## config.mk

```make
export PLATFORM = sky130hd
export DESIGN_NAME = slice_stamp
export DESIGN_NICKNAME = d
export VERILOG_FILES = /design/src/rtl/stamp_pkg.sv /design/src/rtl/stamp_sync.sv /design/src/rtl/stamp_ctrl.sv /design/src/rtl/stamp_datapath.sv /design/src/rtl/slice_stamp.sv
export SDC_FILE = /design/constraint.sdc
export NUM_CORES = 2
export LEC_CHECK = 0
export CAP_MARGIN = 20
export CORE_MARGIN = 5
export CORE_UTILIZATION = 57
export DETAILED_ROUTE_END_ITERATION = 10
export DONT_BUFFER_PORTS = 1
export PLACE_DENSITY = 0.75
export SKIP_LAST_GASP = 1
export SYNTH_ARGS = -nofsm -noshare
export SYNTH_HDL_FRONTEND = slang
export SYNTH_SLANG_ARGS = --single-unit
```

## constraint.sdc

```tcl
create_clock -name clk -period 6.87 [get_ports clk]
set_input_delay 0.687 -clock clk [delete_from_list [all_inputs] [get_ports clk]]
set_output_delay 0.687 -clock clk [all_outputs]
set_load 0.1 [all_outputs]
```

## src/rtl/stamp_pkg.sv

```systemverilog
package stamp_pkg;
  localparam int unsigned SLICE_W = 32;
  localparam int unsigned OVF_BIT = 31;
  localparam int unsigned SRC_SHIFT = 16;

  typedef enum logic [2:0] {
    ADDR_STATUS   = 3'd0,
    ADDR_CMD      = 3'd1,
    ADDR_MASK     = 3'd2,
    ADDR_STAMP_HI = 3'd3,
    ADDR_STAMP_LO = 3'd4,
    ADDR_SOURCE   = 3'd5,
    ADDR_PREV     = 3'd6,
    ADDR_CURR     = 3'd7
  } regAddr_e;

  typedef struct packed {
    logic popEn;
    logic ovfSet;
    logic ovfClr;
    logic maskWr;
  } ctrlStrobes_t;
endpackage

```

## src/rtl/stamp_sync.sv

```systemverilog
module stamp_sync #(
  parameter int unsigned NUM_SLICES = 2
) (
  input  logic                                   clk,
  input  logic                                   rstN,
  input  logic [NUM_SLICES*stamp_pkg::SLICE_W-1:0] rawIn,
  output logic [NUM_SLICES*stamp_pkg::SLICE_W-1:0] syncOut,
  output logic [NUM_SLICES*stamp_pkg::SLICE_W-1:0] prevOut,
  output logic [NUM_SLICES-1:0]                  changed
);
  localparam int unsigned W = stamp_pkg::SLICE_W;

  for (genvar g = 0; g < NUM_SLICES; g++) begin : gSlice
    logic [W-1:0] stage1, stage2, prevVal;

    always_ff @(posedge clk) begin
      if (!rstN) begin
        stage1  <= '0;
        stage2  <= '0;
        prevVal <= '0;
      end else begin
        stage1  <= rawIn[g*W +: W];
        stage2  <= stage1;
        prevVal <= stage2;
      end
    end

    assign syncOut[g*W +: W] = stage2;
    assign prevOut[g*W +: W] = prevVal;
    assign changed[g]        = |(stage2 ^ prevVal);
  end
endmodule

```

## src/rtl/stamp_ctrl.sv

```systemverilog
module stamp_ctrl
  import stamp_pkg::*;
#(
  parameter int unsigned NUM_SLICES = 2,
  parameter int unsigned DEPTH      = 16,
  localparam int unsigned CNT_W     = $clog2(DEPTH + 1),
  localparam int unsigned RANK_W    = $clog2(NUM_SLICES + 1)
) (
  input  logic                  clk,
  input  logic                  rstN,
  input  logic [2:0]            regAddr,
  input  logic                  regWrEn,
  input  logic                  wrBitPop,
  input  logic                  wrBitOvf,
  input  logic [NUM_SLICES-1:0] changed,
  input  logic [NUM_SLICES-1:0] enMask,
  input  logic [CNT_W-1:0]      occupancy,
  output ctrlStrobes_t          strobes,
  output logic [NUM_SLICES-1:0] accept,
  output logic [RANK_W-1:0]     slotOfs [NUM_SLICES],
  output logic [RANK_W-1:0]     pushCount
);
  int freeSlots;
  int rankRun;
  int acceptRun;
  logic [NUM_SLICES-1:0] request;

  always_comb begin
    freeSlots = int'(DEPTH) - int'(occupancy);
    rankRun   = 0;
    acceptRun = 0;
    request   = changed & enMask;
    for (int s = 0; s < NUM_SLICES; s++) begin
      slotOfs[s] = RANK_W'(rankRun);
      accept[s]  = request[s] && (rankRun < freeSlots);
      if (request[s]) rankRun = rankRun + 1;
      if (accept[s])  acceptRun = acceptRun + 1;
    end
    pushCount = RANK_W'(acceptRun);
  end

  always_comb begin
    strobes.ovfSet = |(request & ~accept);
    strobes.popEn  = regWrEn && (regAddr == ADDR_CMD) && wrBitPop && (occupancy != '0);
    strobes.ovfClr = regWrEn && (regAddr == ADDR_STATUS) && wrBitOvf;
    strobes.maskWr = regWrEn && (regAddr == ADDR_MASK);
  end


  accept_gate_chk: assert property (@(posedge clk) disable iff (!rstN)
    (accept & ~(changed & enMask)) == '0);
endmodule

```

## src/rtl/stamp_datapath.sv

```systemverilog
module stamp_datapath
  import stamp_pkg::*;
#(
  parameter int unsigned NUM_SLICES = 2,
  parameter int unsigned DEPTH      = 16,
  parameter int unsigned STAMP_W    = 64,
  localparam int unsigned LINES_W   = NUM_SLICES * SLICE_W,
  localparam int unsigned CNT_W     = $clog2(DEPTH + 1),
  localparam int unsigned PTR_W     = (DEPTH > 1) ? $clog2(DEPTH) : 1,
  localparam int unsigned RANK_W    = $clog2(NUM_SLICES + 1),
  localparam int unsigned SRC_W     = (NUM_SLICES > 1) ? $clog2(NUM_SLICES) : 1
) (
  input  logic                  clk,
  input  logic                  rstN,
  input  logic [LINES_W-1:0]    lineIn,
  input  ctrlStrobes_t          strobes,
  input  logic [NUM_SLICES-1:0] accept,
  input  logic [RANK_W-1:0]     slotOfs [NUM_SLICES],
  input  logic [RANK_W-1:0]     pushCount,
  input  logic [2:0]            regAddr,
  input  logic [31:0]           regWrData,
  output logic [NUM_SLICES-1:0] changed,
  output logic [NUM_SLICES-1:0] enMask,
  output logic [CNT_W-1:0]      occupancy,
  output logic [31:0]           regRdData
);
  logic [LINES_W-1:0] syncLines, prevLines;
  logic [STAMP_W-1:0] stampCnt;
  logic [PTR_W-1:0]   rdPtr, wrPtr;
  logic [PTR_W-1:0]   slotIdx [NUM_SLICES];
  logic               ovfFlag;

  logic [STAMP_W-1:0] memStamp [DEPTH];
  logic [SRC_W-1:0]   memSrc   [DEPTH];
  logic [SLICE_W-1:0] memPrev  [DEPTH];
  logic [SLICE_W-1:0] memCurr  [DEPTH];

  stamp_sync #(.NUM_SLICES(NUM_SLICES)) uSync (
    .clk     (clk),
    .rstN    (rstN),
    .rawIn   (lineIn),
    .syncOut (syncLines),
    .prevOut (prevLines),
    .changed (changed)
  );

  always_ff @(posedge clk) begin
    if (!rstN) stampCnt <= '0;
    else       stampCnt <= stampCnt + STAMP_W'(1);
  end

  always_comb begin
    for (int s = 0; s < NUM_SLICES; s++)
      slotIdx[s] = PTR_W'((int'(wrPtr) + int'(slotOfs[s])) % int'(DEPTH));
  end

  always_ff @(posedge clk) begin
    for (int s = 0; s < NUM_SLICES; s++) begin
      if (accept[s]) begin
        memStamp[slotIdx[s]] <= stampCnt;
        memSrc[slotIdx[s]]   <= SRC_W'(s);
        memPrev[slotIdx[s]]  <= prevLines[s*SLICE_W +: SLICE_W];
        memCurr[slotIdx[s]]  <= syncLines[s*SLICE_W +: SLICE_W];
      end
    end
  end

  always_ff @(posedge clk) begin
    if (!rstN) begin
      wrPtr     <= '0;
      rdPtr     <= '0;
      occupancy <= '0;
      ovfFlag   <= 1'b0;
      enMask    <= '1;
    end else begin
      wrPtr     <= PTR_W'((int'(wrPtr) + int'(pushCount)) % int'(DEPTH));
      if (strobes.popEn)
        rdPtr   <= PTR_W'((int'(rdPtr) + 1) % int'(DEPTH));
      occupancy <= occupancy + CNT_W'(pushCount) - CNT_W'(strobes.popEn);
      if (strobes.ovfSet)      ovfFlag <= 1'b1;
      else if (strobes.ovfClr) ovfFlag <= 1'b0;
      if (strobes.maskWr)      enMask  <= regWrData[NUM_SLICES-1:0];
    end
  end

  always_comb begin
    regRdData = '0;
    case (regAddr)
      ADDR_STATUS: begin
        regRdData[CNT_W-1:0] = occupancy;
        regRdData[OVF_BIT]   = ovfFlag;
      end
      ADDR_MASK:     regRdData[NUM_SLICES-1:0] = enMask;
      ADDR_STAMP_HI: if (occupancy != '0) regRdData = memStamp[rdPtr][63:32];
      ADDR_STAMP_LO: if (occupancy != '0) regRdData = memStamp[rdPtr][31:0];
      ADDR_SOURCE:   if (occupancy != '0) regRdData[SRC_SHIFT +: SRC_W] = memSrc[rdPtr];
      ADDR_PREV:     if (occupancy != '0) regRdData = memPrev[rdPtr];
      ADDR_CURR:     if (occupancy != '0) regRdData = memCurr[rdPtr];
      default:       regRdData = '0;
    endcase
  end


  stamp_step_chk: assert property (@(posedge clk) disable iff (!rstN)
    1'b1 |=> stampCnt == $past(stampCnt) + STAMP_W'(1));


  occ_bound_chk: assert property (@(posedge clk) disable iff (!rstN)
    occupancy <= CNT_W'(DEPTH));


  full_drop_chk: assert property (@(posedge clk) disable iff (!rstN)
    (occupancy == CNT_W'(DEPTH)) |-> (pushCount == '0));


  ovf_sticky_chk: assert property (@(posedge clk) disable iff (!rstN)
    (ovfFlag && !strobes.ovfClr) |=> ovfFlag);


  pop_step_chk: assert property (@(posedge clk) disable iff (!rstN)
    (strobes.popEn && pushCount == '0) |=> occupancy == $past(occupancy) - CNT_W'(1));
endmodule

```

## src/rtl/slice_stamp.sv

```systemverilog
module slice_stamp
  import stamp_pkg::*;
#(
  parameter int unsigned NUM_SLICES = 2,
  parameter int unsigned DEPTH      = 16,
  localparam int unsigned LINES_W   = NUM_SLICES * SLICE_W,
  localparam int unsigned CNT_W     = $clog2(DEPTH + 1),
  localparam int unsigned RANK_W    = $clog2(NUM_SLICES + 1)
) (
  input  logic               clk,
  input  logic               rstN,
  input  logic [LINES_W-1:0] lineIn,
  input  logic [2:0]         regAddr,
  input  logic               regWrEn,
  input  logic [31:0]        regWrData,
  output logic [31:0]        regRdData
);
  ctrlStrobes_t          strobes;
  logic [NUM_SLICES-1:0] accept, changed, enMask;
  logic [RANK_W-1:0]     slotOfs [NUM_SLICES];
  logic [RANK_W-1:0]     pushCount;
  logic [CNT_W-1:0]      occupancy;

  stamp_ctrl #(.NUM_SLICES(NUM_SLICES), .DEPTH(DEPTH)) uCtrl (
    .clk       (clk),
    .rstN      (rstN),
    .regAddr   (regAddr),
    .regWrEn   (regWrEn),
    .wrBitPop  (regWrData[0]),
    .wrBitOvf  (regWrData[OVF_BIT]),
    .changed   (changed),
    .enMask    (enMask),
    .occupancy (occupancy),
    .strobes   (strobes),
    .accept    (accept),
    .slotOfs   (slotOfs),
    .pushCount (pushCount)
  );

  stamp_datapath #(.NUM_SLICES(NUM_SLICES), .DEPTH(DEPTH)) uData (
    .clk       (clk),
    .rstN      (rstN),
    .lineIn    (lineIn),
    .strobes   (strobes),
    .accept    (accept),
    .slotOfs   (slotOfs),
    .pushCount (pushCount),
    .regAddr   (regAddr),
    .regWrData (regWrData),
    .changed   (changed),
    .enMask    (enMask),
    .occupancy (occupancy),
    .regRdData (regRdData)
  );
endmodule

```

==> metrics.txt <==
outcome finished clean; GP Congestion 0.8076; launching point of the worst reg2reg path uData.uSync.gSlice[0].prevVal[21]$_SDFF_PN0_; Synth Area in Compound Gates 1.168%; library cells used by synthesis 64; hold path depth 1; Simple-Gate Fraction of Synth Area 2.930%; clock sinks ~2300; Post-Syn Area 101200 um2; Final Cycle Share 83.98%; Clk Latency, worst-skew pair 0.88 ns; CTS H-Tree Depth 4; crit path from uData.uSync.gSlice[0].prevVal[21]$_SDFF_PN0_; Non-Filler Instances 7853; pwr dens 355.4 nW/um2; RSZ-0062 raised after global routing false; Num CTS Buffers 227; post-DP HPWL 137.7 mm; main flop type after synthesis edfxtp_1; Slew HR a little over 10%; fmax between 150 and 200 MHz; DRT iter0 DRCs 7025; Routed Antenna Nets 0; main combinational cell family by area after synthesis multiplexers; routed len/inst 34.13 um; DIE HEIGHT 431.4 um; Synth Area in XOR/XNOR 1.073%; Total Wirelength 268.0 mm; commonest non-fill, non-tap cell in the layout edfxtp_1; Critical R2R Capture uData.memStamp[2][21]$_DFFE_PP_; CP top delay family simple AND/OR/NAND/NOR gates; final setup fails 0; syn_area_per_cell 18.89 um2; clock-pin slew on the worst setup and hold paths 0.06 ns; fillers 11702; first-pass GRT wire length 386.3 mm; minimum clock period 5.770 ns; layout net count 5431; full die area 186100 um2; die width 431.4 um; pin count of the biggest net entering global routing 208; hold path start rstN; CTS resizes 0; maxcap violations 0; Core Rows 154; asr flop ratio synth 0%; Core Area 176500 um2; Worst-Margin Slew roughly 1.3 ns; CP max stage cell xnor2_1; Setup CP Type flip-flop to flip-flop; CP cell instances xnor2_1 -> nand4_1 -> nor4_4 -> a21oi_1 -> ha_1 -> ha_1 -> xnor2_1 -> nand2_1 -> nor3_4 -> nand2b_4 -> buf_12; final core utilization ~64%; clock root cell clkbuf_16; Seq/Total Area, Yosys 66.52%; Worst setup SP type flip-flop; flop2flop setup slack 1.10 ns; dpl cells 7353; Syn Inst Count 5360; Pre-antenna DRT Iters 6; # IOs between 100 and 150; Setup Skew 0.04234 ns; Initial Utilization approximately 57%; most frequent cells in the layout edfxtp_1, mux2_2, mux4_2; Critical Path End Type flip-flop; Post-synth EDFFs 2048; slowest stage delay, CP 0.84 ns; total grt overflow 0; initial antenna violation count 5; Max IR drop VDD around 0.00061 V; Total GRT Usage 28.76%; max-slew violations 0; Net Count, Synth roughly 5500; IO Port Bufs 0; WHS Endpoint uData.stampCnt[38]$_SDFF_PN0_; # Post-CTS Setup Buffers 0; setup TNS 0 ns; mux cell area share after synthesis ~26%; Bufs on Longest Clock Path 3; Reg2Reg Depth 11; crit path DAT 6.29 ns; Hold Crit Class input pin to flip-flop; Final Hold Violating Endpoints 0; CTS tree done; worst-path maximum fanout 37; Post-route DRC 0; worst path required time 7.39 ns; #FFs+latches synth 2340; Via density 6.767; adder-cell share of the synthesized area 0.2620%; Yosys warnings 0; area grow syn2layout 11.80%; vias in the first global route 54035; ratio of cells with drive above 1 in the final layout 34.48%; Static Leak 38.07 nW; total vias in the final route 53140; Crit path buffers/inverters 1
==> cells by family (layout without fill, tap and decap cells) <==
group | after synthesis | after routing
buffers and inverters | 528 | 679
other | 0 | 2
XOR/XNOR | 124 | 124
flip-flops | 2340 | 2340
adder cells (fa/ha/maj) | 20 | 20
AND/OR/NAND/NOR | 506 | 506
multiplexers | 1672 | 1672
AO/OA/AOI/OAI | 170 | 170
==> Yosys cell counts (all sizes together) (2+ instances only) <==
library cell / number / share of area, %
mux4: 643 / 14
and4: 6 / 0.052
a22o: 4 / 0.035
nand2b: 13 / 0.080
edfxtp: 2048 / 61
nor4: 18 / 0.17
o2111a: 2 / 0.022
o21a: 4 / 0.030
nand3b: 2 / 0.015
nand2: 50 / 0.19
or4bb: 3 / 0.033
nand4b: 10 / 0.087
buf: 191 / 1.0
o211ai: 4 / 0.040
clkbuf: 317 / 1.2
a211oi: 3 / 0.035
dfxtp: 292 / 5.8
nand3: 27 / 0.13
or3: 9 / 0.056
nor3: 14 / 0.11
o31ai: 4 / 0.030
a21oi: 47 / 0.23
nand4: 39 / 0.24
a32oi: 2 / 0.017
and3: 15 / 0.093
o21ai: 17 / 0.084
inv: 20 / 0.074
nor3b: 2 / 0.015
and2: 207 / 1.3
a22oi: 57 / 0.42
mux2: 1024 / 11
o2111ai: 2 / 0.017
nor2b: 7 / 0.043
fa: 2 / 0.040
or4: 4 / 0.030
a21bo: 4 / 0.040
nor2: 77 / 0.29
ha: 18 / 0.22
xor2: 70 / 0.61
a21o: 13 / 0.096
mux2i: 5 / 0.049
xnor2: 54 / 0.47
==> timing repair <==
action / CTS / global route
endpoints found under the hold margin: 67 / 0
hold buffers: 67 / 0
setup endpoints to repair: 0 / 0
==> registers in the layout (all words and copies together) (netlist names), 2 cells and up, named ones only <==
signal                      count
uData.occupancy                 5
uData.uSync.gSlice.stage2      64
uData.rdPtr                     4
uData.uSync.gSlice.stage1      64
uData.memStamp               1024
uData.memSrc                   16
uData.stampCnt                 64
uData.enMask                    2
uData.uSync.gSlice.prevVal     64
uData.wrPtr                     4
uData.memCurr                 512
uData.memPrev                 512
==> through the flow <==
step	setup WS (ns)	power, mW	hold slack (ns)	cell area (um2)
4_1_cts	1.107	40.30	0.004206	113200
3_3_place_gp	1.191	26.98	0.4169	104400
3_5_place_dp	1.172	27.29	0.4190	104600
5_1_grt	0.9096	41.34	0.05110	113200
2_1_floorplan	0.2725	24.02	0.4057	101200
6_report	1.100	40.22	0.03562	113200
==> report_power, final <==
group | leakage, nW | internal (mW) | switching [mW]
sequential | 21.6 | 18.5 | 0.765
combinational | 12.6 | 2.69 | 5.23
clock | 3.88 | 7.59 | 5.46
==> final cells by class <==
type	instances	area (um2)	area share [%]
tap	2340	2928	2.587
clock buffer	295	6275	5.544
multi-input combinational	2492	31990	28.27
timing repair buffer	228	2953	2.609
sequential	2340	67360	59.52
clock inverter	136	1588	1.403
antenna	2	5.005	0.004422
inverter	20	75.07	0.06633
==> how the worst max path moves through the flow <==
| stage | to | depth (start not counted) |
|---|---|---|
| after detailed placement | uData.memStamp[2][21]$_DFFE_PP_ | 11 |
| after global routing | uData.memStamp[2][15]$_DFFE_PP_ | 11 |
| after global placement | uData.memStamp[2][21]$_DFFE_PP_ | 11 |
| after floorplan | uData.memCurr[11][0]$_DFFE_PP_ | 13 |
| final | uData.memStamp[2][21]$_DFFE_PP_ | 11 |
| after CTS | uData.memStamp[2][15]$_DFFE_PP_ | 11 |
==> per-layer routing <==
layer	global-route usage [%]	share of wire [%]	vias to the layer above
li1	-	-	21504
met3	5.041	9.0	568
met1	38.62	37	28066
met4	10.96	4.1	6
met2	47.69	50	2996
met5	0	0.015	-
(Power assumes the default switching activity.)
